**src/rtl/swflow_detect.sv**
```systemverilog
module swflow_detect #(
  parameter int W = 8
) (
  input  logic         clk,
  input  logic         rst_n,
  input  logic         flow_en,
  input  logic         xon_any_en,
  input  logic         special_en,
  input  logic         xoff_irq_en,
  input  logic [W-1:0] xon1_chr,
  input  logic [W-1:0] xon2_chr,
  input  logic [W-1:0] xoff1_chr,
  input  logic [W-1:0] xoff2_chr,
  input  logic         rx_valid,
  input  logic [W-1:0] rx_char,
  output logic         wr0_en,
  output logic [W-1:0] wr0_char,
  output logic         wr1_en,
  output logic [W-1:0] wr1_char,
  output logic         tx_pause,
  output logic         xoff_irq,
  output logic         special_hit
);

  typedef enum logic [1:0] {IDLE, HOLD_OFF, HOLD_ON} hold_e;

  hold_e        st_q, st_d;
  logic [W-1:0] held_q, held_d;
  logic         pause_d, irq_d, w0_d, w1_d;
  logic [W-1:0] c0_d, c1_d;
  logic         pend, pair_done, fwd, use_l1;

  assign pend      = (st_q != IDLE);
  assign pair_done = pend && ((st_q == HOLD_OFF) ? (rx_char == xoff2_chr)
                                                 : (rx_char == xon2_chr));

  always_comb begin
    st_d    = st_q;
    held_d  = held_q;
    pause_d = tx_pause;
    irq_d   = 1'b0;
    w0_d    = 1'b0;
    c0_d    = held_q;
    w1_d    = 1'b0;
    c1_d    = rx_char;
    fwd     = 1'b0;
    use_l1  = 1'b0;
    if (!flow_en) begin
      pause_d = 1'b0;
      st_d    = IDLE;
      w0_d    = pend;
      use_l1  = pend;
      fwd     = rx_valid;
    end else if (rx_valid) begin
      if (pair_done) begin
        st_d = IDLE;
        if (st_q == HOLD_OFF) begin
          pause_d = 1'b1;
          irq_d   = xoff_irq_en;
        end else begin
          pause_d = 1'b0;
        end
      end else begin
        w0_d   = pend;
        use_l1 = pend;
        st_d   = IDLE;
        if (tx_pause && xon_any_en) begin
          pause_d = 1'b0;
          fwd     = (rx_char != xon1_chr);
        end else if (rx_char == xoff1_chr) begin
          st_d   = HOLD_OFF;
          held_d = rx_char;
        end else if (rx_char == xon1_chr) begin
          st_d   = HOLD_ON;
          held_d = rx_char;
        end else begin
          fwd = 1'b1;
        end
      end
    end
    if (fwd) begin
      if (use_l1) begin
        w1_d = 1'b1;
      end else begin
        w0_d = 1'b1;
        c0_d = rx_char;
      end
    end
  end

  always_ff @(posedge clk or negedge rst_n) begin
    if (!rst_n) begin
      st_q        <= IDLE;
      held_q      <= '0;
      tx_pause    <= 1'b0;
      xoff_irq    <= 1'b0;
      special_hit <= 1'b0;
      wr0_en      <= 1'b0;
      wr0_char    <= '0;
      wr1_en      <= 1'b0;
      wr1_char    <= '0;
    end else begin
      st_q        <= st_d;
      held_q      <= held_d;
      tx_pause    <= pause_d;
      xoff_irq    <= irq_d;
      special_hit <= special_en && rx_valid && (rx_char == xoff2_chr);
      wr0_en      <= w0_d;
      wr0_char    <= c0_d;
      wr1_en      <= w1_d;
      wr1_char    <= c1_d;
    end
  end

  AST_LANE_ORDER: assert property (@(posedge clk) disable iff (!rst_n)
    wr1_en |-> wr0_en);
  AST_PAUSE_CAUSE: assert property (@(posedge clk) disable iff (!rst_n)
    $rose(tx_pause) |-> $past(rx_valid && rx_char == xoff2_chr && flow_en));
  AST_DISABLE_CLEARS: assert property (@(posedge clk) disable iff (!rst_n)
    !flow_en |=> !tx_pause);
  AST_IRQ_GATED: assert property (@(posedge clk) disable iff (!rst_n)
    xoff_irq |-> (tx_pause && $past(xoff_irq_en)));
  AST_SPECIAL_CAUSE: assert property (@(posedge clk) disable iff (!rst_n)
    special_hit |-> $past(special_en && rx_valid));
  AST_RESUME_CAUSE: assert property (@(posedge clk) disable iff (!rst_n)
    $fell(tx_pause) |-> $past(!flow_en || rx_valid));

endmodule

```
**config.mk**
```make
export PLATFORM = sky130hd
export DESIGN_NAME = swflow_detect
export DESIGN_NICKNAME = d
export VERILOG_FILES = /design/src/rtl/swflow_detect.sv
export SDC_FILE = /design/constraint.sdc
export NUM_CORES = 1
export LEC_CHECK = 0
export BUFFER_PORTS_ARGS = -buffer_cell sky130_fd_sc_hd__clkbuf_2
export CORE_ASPECT_RATIO = 2
export CORE_MARGIN = 2
export CORE_UTILIZATION = 40
export DETAILED_ROUTE_END_ITERATION = 16
export GPL_TIMING_DRIVEN = 0
export PLACE_DENSITY = 0.67
export SLEW_MARGIN = 20
export SYNTH_ARGS = -nofsm -noshare
export SYNTH_HDL_FRONTEND = slang
export SYNTH_SLANG_ARGS = --single-unit
```
**constraint.sdc**
```tcl
create_clock -name clk -period 4.2 [get_ports clk]
set_input_delay 1.26 -clock clk [delete_from_list [all_inputs] [get_ports clk]]
set_output_delay 1.26 -clock clk [all_outputs]
set_load 0.01 [all_outputs]
```
* Yosys cells after proc, flatten, opt, wreduce, memory -nomap -nowiden
Cells that the tools add are included.
Cells by class: equal/unequal tests 8, muxes and demuxes 32, bitwise gates (word level) 2, reductions and logical operators 8
Operator list (count):
- 8-bit equality test | 4
- 8-bit two-way mux | 4
- 1-bit two-way mux | 22
- 2-bit two-way mux | 6
- 8-bit != test | 1
- 5-bit AND reduction | 1
- 1-bit logical AND | 4
- 2-bit nonzero test | 2
- 3-bit by 1-bit != test with 1-bit output, second input constant | 1
- 2-bit by 1-bit equality test with 1-bit output, second input constant | 1
- 2-bit by 1-bit != test with 1-bit output, second input constant | 1
- 1-bit inverter | 2
- 2-bit AND reduction | 1
Storage, ports and cells: bits in registers 31, input port bits 47, output and inout port bits 21, word-level logic and storage cells 59

* Logic depth before layout (Yosys ltp)
Gate-level depths: netlist (run 1).
depth after elaboration 8, mapped depth 7, depth with buffers taken out 5

* Worst setup path before layout (run 1)
OpenSTA, ideal clock, no wires.
kind input to register, from input rx_char[1], to register held_q[0], library setup time 0.125 ns, arrival time 2.764 ns, required time 4.075 ns, slack 1.310 ns, stages 7, buffers on the path 2, cells stage by stage buf_4 xnor2_1 nand4_1 or4_1 buf_2 o2111ai_4 mux2_4
On the way: word-level cells in the longest chain between the ends 5, elaborated cells between the ends (all ways) 10, classes of those cells eq/ne (4); mux (2); bitwise (1); reduce/logical (3)
RTL lines:
- from (decl) | RTL line 15 | input logic [W-1:0] rx_char,
- 8-bit equality test, on equally long branches | RTL line 35, 34
- 1-bit two-way mux | RTL line 34 | assign pair_done = pend && ((st_q == HOLD_OFF) ? (rx_char == xoff2_chr)
- 1-bit logical AND | RTL line 34
- 1-bit inverter (no source line)
- 5-bit AND reduction (no source line)
- to (signal assigned) | RTL line 104 | held_q <= held_d;
- to (decl) | RTL line 28 | logic [W-1:0] held_q, held_d;
Parallel ways exist; a longest one is shown, timed or not. A chain may end at the register's enable or synchronous reset.

* Worst setup path in the final report (run 1)
from input rx_char[7], to register held_q[7]
Same word-level chain as after synthesis.

==> results of run 1 <==
==> power by group <==
part	internal (uW)	switching [uW]
sequential	316	8.71
combinational	64.0	66.1
clock	149	107
==> cell usage after synthesis (2+ instances only) <==
cell      instances
and2_1            2
a31oi_1           3
o211ai_1          8
nor2_1            3
o21ai_0           2
inv_1             4
clkbuf_1          5
dfrtp_1          31
nor4_1            7
mux2_4            8
buf_4             2
a22o_1            2
nand2_1           6
xor2_1           24
and3_1            9
buf_6             7
nand3_1          13
nand4_1          10
a21oi_1           9
xnor2_1           8
==> layout make-up <==
type	instances	area [um^2]	area share (%)
Multi-Input combinational cell	122	900	38.9
Sequential cell	31	776	33.6
Timing Repair Buffer	67	335	14.5
Buffer	15	118	5.09
Clock buffer	8	100	4.33
Tap cell	54	67.6	2.92
Inverter	4	15.0	0.650
==> worst max path at each step <==
stage          startpoint                    end  cells after the start
2_1_floorplan  rx_char[1]  held_q[0]$_DFFE_PN0P_                      7
3_3_place_gp   rx_char[7]  held_q[0]$_DFFE_PN0P_                      7
3_5_place_dp   rx_char[7]  held_q[7]$_DFFE_PN0P_                      7
4_1_cts        rx_char[7]  held_q[7]$_DFFE_PN0P_                      7
5_1_grt        rx_char[7]  held_q[3]$_DFFE_PN0P_                      7
6_report       rx_char[7]  held_q[7]$_DFFE_PN0P_                      7
==> per-layer routing <==
layer / part of all wire (%) / wire length, um / GRT usage [%] / vias up
li1: - / - / - / 764
met1: 38 / 1670 / 23.2 / 716
met2: 55 / 2460 / 35.8 / 51
met3: 4.4 / 194 / 2.12 / 8
met4: 2.3 / 104 / 8.30 / 0
met5: 0 / 0 / 0 / -
==> sequential cells by signal, summed over array words and instances, names as in the netlist <==
name	cells
held_q	8
special_hit	1
st_q	2
tx_pause	1
wr0_char	8
wr0_en	1
wr1_char	8
wr1_en	1
xoff_irq	1
==> worst max-delay path, delay by kind of cell <==
kind | cells | cell delay, ps
AND/OR/NAND/NOR | 2 | 850
XOR/XNOR | 1 | 150
AO/OA/AOI/OAI | 1 | 280
multiplexers | 1 | 340
buffers and inverters | 2 | 240
==> metrics by stage <==
stage / utilization, % / cells / total power [uW] / worst slack (ps)
2_1_floorplan: - / 172 / 404 / 1310
3_3_place_gp: 51.0 / 293 / 459 / 906
3_5_place_dp: 51.0 / 293 / 462 / 898
4_1_cts: 53.3 / 301 / 717 / 1190
5_1_grt: 53.3 / 301 / 748 / 1110
6_report: 53.3 / 301 / 711 / 1240
==> cells by family (layout without fill, tap and decap cells) <==
kind of cell    after synthesis  after routing
buf+inv                      19             94
xor+xnor                     32             32
compound gates               27             27
flops                        31             31
simple gates                 55             55
mux                           8              8
==> impl_metrics.tcl, run 1 <==
set metrics [dict create \
    io_pins 68 \
    h-tree-depth 2 \
    via_per_inst 5.11 \
    critPathMaxStageDelay_ps 600 \
    grt_antenna_before_repair 0 \
    first_pass_iters 4 \
    die_x_um 51.5 \
    synth_top_family_by_area "simple AND/OR/NAND/NOR gates" \
    core_um2 4340 \
    mostFrequentLayoutCells "clkbuf_2 (67), dfrtp_1 (31), xor2_1 (24), nand3_1 (13), nand4_1 (10)" \
    leakage_uw 0.00118 \
    fillers 409 \
    r2r-end "held_q[7]$_DFFE_PN0P_" \
    drc_errors 0 \
    fp-row-count 34 \
    synth_simple_gate_area_share_pct 17.0 \
    synth_fp_nets 219 \
    design_area_um2 2310 \
    ant_nets 0 \
    grt_overflow 0 \
    fin_crit_sh_pct 70.6 \
    antennaDiodeCount 0 \
    yosysTopAreaCell "dfrtp_1" \
    synthCells 172 \
    track_usage_pct 20.0 \
    nets 293 \
    mostFrequentLayoutCell "clkbuf_2" \
    setup_violations 0 \
    cts_resized 0 \
    criticalPathCategory "in2reg" \
    crit_required_ps 4360 \
    post_cts_buffers 0 \
    r2r_start "st_q[1]$_DFFE_PN0P_" \
    clockRootBuffer "clkbuf_8" \
    clock_sinks 31 \
    dp_hpwl_mm 3.44 \
    synth_mux_area_share_pct 6.64 \
    worst_pin_slew_ps 782 \
    io_buffers 67 \
    grt_max_degree 32 \
    synthFlopType "dfrtp_1" \
    initial_utilization_pct 41.7 \
    clock_latency_ps 280 \
    clk_pin_slew_worst_paths_ps 60 \
    slew_headroom_pct 47.9 \
    rsz0062_at_grt "no" \
    tritoncts.num_buffers 5 \
    synth_xor_area_share_pct 15.5 \
    synth.distinct_cells 29 \
    cp-start-kind "primary input" \
    synth_edf_count 0 \
    path_cells "clkbuf_2, buf_6, xor2_1, nor4_1, nand3_1, o2111ai_4, mux2_4" \
    area.growth.synth_to_final_pct 27.8 \
    vias 1539 \
    critPathSlowestCell "nor4_1" \
    synth_compound_area_share_pct 10.7 \
    grt_pass1_vias 1599 \
    cts_tree "done" \
    routabilityCongestion 0.848 \
    run_status "completed" \
    drt-initial-drc-count 41 \
    crit_arrival_ps 3130 \
    r2r_cells 5 \
    cts_buffer_depth 2 \
    hold_viol 0 \
    slew_viol_final 0 \
    avgSynthCellArea_um2 10.5 \
    path_max_fanout 8 \
    ys_ff_latch 31 \
    power_density_nw_per_um2 308 \
    holdWs_ps 536 \
    syn_area_um2 1810 \
    seq_area_frac_synth_pct 42.9 \
    dieArea_um2 5110 \
    placed_area_um2 2210 \
    skew_ps 7.28 \
    ir_drop_uv 284 \
    hold_class "reg2reg" \
    hold_start "held_q[2]$_DFFE_PN0P_" \
    drive_gt1_share_pct 38.1 \
    whs_path_depth 2 \
    synth_top_area_share_pct 42.9 \
    fp.dieH_um 99.1 \
    fmax_ghz 0.337 \
    whs_endpoint "wr0_char[2]$_DFF_PN0_" \
    yosysWarnings 0 \
    synth_adder_area_share_pct 0 \
    drt_wl_total_mm 4.43 \
    worst_setup_path_end_kind "register" \
    r2r_setup_slack_ps 2290 \
    ys_async_sr_fraction_pct 100 \
    post-route-min-period_ps 2960 \
    wire_per_inst_um 14.7 \
    hold_buffers 0 \
    grt_pass1_wl_mm 7.61 \
    finalSetupTns_ps 0 \
    netlist_top_cells_area "dfrtp_1 (43%), xor2_1 (12%), mux2_4 (6.6%)" \
    max_cap_violations 0 \
]
No activity file was read; power rests on OpenSTA's default activity.
==> run 2: changes to the inputs <==
- PLACE_DENSITY: 0.67 -> 0.7
- clock period: 4.2 -> 2.5 ns (I/O delays scaled with it)
==> run 2 against run 1 <==
Effect of this change: register-to-register slack got worse by 1700 ps; clock-buffer cell count fell by 2; die area did not move; utilization rose by 0.55 points; clock power rose by 100%; via count rose by 3.7%; sequential power rose by 68%; highest routed layer unchanged.
==> impl_metrics.tcl, run 2 (synthesized netlist as in run 1, its figures left out) <==
set metrics [dict create \
    post-route-min-period_ps 2390 \
    dp_hpwl_mm 3.47 \
    routabilityCongestion 0.871 \
    grt_antenna_before_repair 0 \
    cp-start-kind "primary input" \
    vias 1596 \
    crit_arrival_ps 2560 \
    h-tree-depth 2 \
    clk_pin_slew_worst_paths_ps 70 \
    mostFrequentLayoutCells "clkbuf_2 (67), dfrtp_1 (31), xor2_1 (24), nand3_1 (13), nand4_1 (10)" \
    fp.dieH_um 99.1 \
    drt-initial-drc-count 37 \
    pwr-share-comb_pct 17.4 \
    criticalPathCategory "in2reg" \
    tritoncts.num_buffers 5 \
    clock_latency_ps 290 \
    wire_per_inst_um 15.0 \
    fp-row-count 34 \
    grt_overflow 0 \
    post_cts_buffers 0 \
    run_status "completed" \
    initial_utilization_pct 41.7 \
    grt_pass1_wl_mm 7.51 \
    grt_max_degree 32 \
    fin_crit_sh_pct 95.5 \
    cp_num_buf_inv 3 \
    cts_tree "done" \
    max_cap_violations 0 \
    power.switching_uw 319 \
    critPathTopFamily "simple AND/OR/NAND/NOR gates" \
    skew_ps 12.0 \
    multiInputGateArea_um2 906 \
    crit_required_ps 2670 \
    placed_area_um2 2210 \
    setup_violations 0 \
    critPathMaxStageDelay_ps 480 \
    path_max_fanout 8 \
    swShare_pct 24.9 \
    dieArea_um2 5110 \
    fmax_ghz 0.419 \
    worst_pin_slew_ps 759 \
    io_pins 68 \
    seq_power_share_pct 42.6 \
    drive_gt1_share_pct 38.9 \
    area.growth.synth_to_final_pct 29.1 \
    die_x_um 51.5 \
    grt_pass1_vias 1590 \
    clockPowerShare_pct 40.0 \
    mostFrequentLayoutCell "clkbuf_2" \
    power_density_nw_per_um2 548 \
    rsz0062_at_grt "no" \
    regArea_um2 776 \
    fillers 438 \
    nets 293 \
    clock_sinks 31 \
    critPathSlowestCell "or4_1" \
    drc_errors 0 \
    core_um2 4340 \
    ant_nets 0 \
    hold_buffers 0 \
    largestRegisters "held_q (8), wr0_char (8), wr1_char (8)" \
    cts_buffer_depth 2 \
    drt_wl_total_mm 4.53 \
    design_area_um2 2330 \
    track_usage_pct 19.8 \
    slew_viol_final 0 \
    first_pass_iters 4 \
    leakage_uw 0.00119 \
    antennaDiodeCount 0 \
    slew_headroom_pct 49.4 \
    cts_resized 1 \
    finalSetupTns_ps 0 \
    via_per_inst 5.30 \
    hold_viol 0 \
    p_int_uw 961 \
    ir_drop_uv 335 \
    path_cells "clkbuf_2, buf_6, xnor2_1, nand4_1, or4_1, buf_2, o2111ai_4, mux2_4" \
    io_buffers 67 \
    clockRootBuffer "clkbuf_8" \
    worst_setup_path_end_kind "register" \
    hold_class "in2async" \
]
## run 2: cell count changes in the layout (fill, tap and decap cells not counted)
cell / change
bufinv_16: +1
clkbuf_1: -1
clkbuf_8: -1
clkinv_2: +1
nor4_1: -1
nor4_2: +1
## run 2: final cells by class
| type | count | share of cell area [%] |
|---|---|---|
| repair buffers | 67 | 14.4 |
| multi-input cells | 122 | 38.8 |
| well taps | 54 | 2.89 |
| clock inverters | 2 | 1.50 |
| plain buffers | 15 | 5.04 |
| clock buffers | 6 | 3.54 |
| flip-flops and latches | 31 | 33.2 |
| inverters | 4 | 0.643 |
## run 2: power groups by stage
stage | Combinational (uW) | Sequential, uW | Clock (uW)
after floorplan | 117 | 561 | 0
after global placement | 217 | 553 | 0
after detailed placement | 223 | 553 | 0
after CTS | 225 | 545 | 519
after global routing | 246 | 548 | 545
final | 222 | 545 | 513
## run 2: worst paths after layout
kind	slack [ps]	end	start	cells past startpoint
max	110	held_q[0]$_DFFE_PN0P_	rx_char[7]	8
min	520	wr1_char[3]$_DFF_PN0_	rst_n	1
max reg2reg	590	held_q[0]$_DFFE_PN0P_	st_q[1]$_DFFE_PN0P_	5
min reg2reg	520	wr0_char[5]$_DFF_PN0_	held_q[5]$_DFFE_PN0P_	2
max in group asynchronous	1490	held_q[5]$_DFFE_PN0P_	rst_n	1
min in group clk	520	wr0_char[5]$_DFF_PN0_	held_q[5]$_DFFE_PN0P_	2
## run 2: through the flow
step	worst slack (ps)	hold WS (ps)	total power, uW	utilization, %	cells
final	113	522	1280	53.8	301
after global routing	7.79	563	1340	53.8	301
after CTS	95.4	521	1290	53.8	301
after detailed placement	-367	503	776	51.0	293
after global placement	-367	506	770	51.0	293
after floorplan	120	454	678	-	172
## run 2: layer usage
layer / GRT usage (%) / routed length [um] / vias to the layer above
li1: - / - / 766
met4: 11.9 / 171 / 0
met3: 3.18 / 273 / 11
met2: 34.4 / 2450 / 80
met1: 21.6 / 1640 / 739
met5: 0 / 0 / -
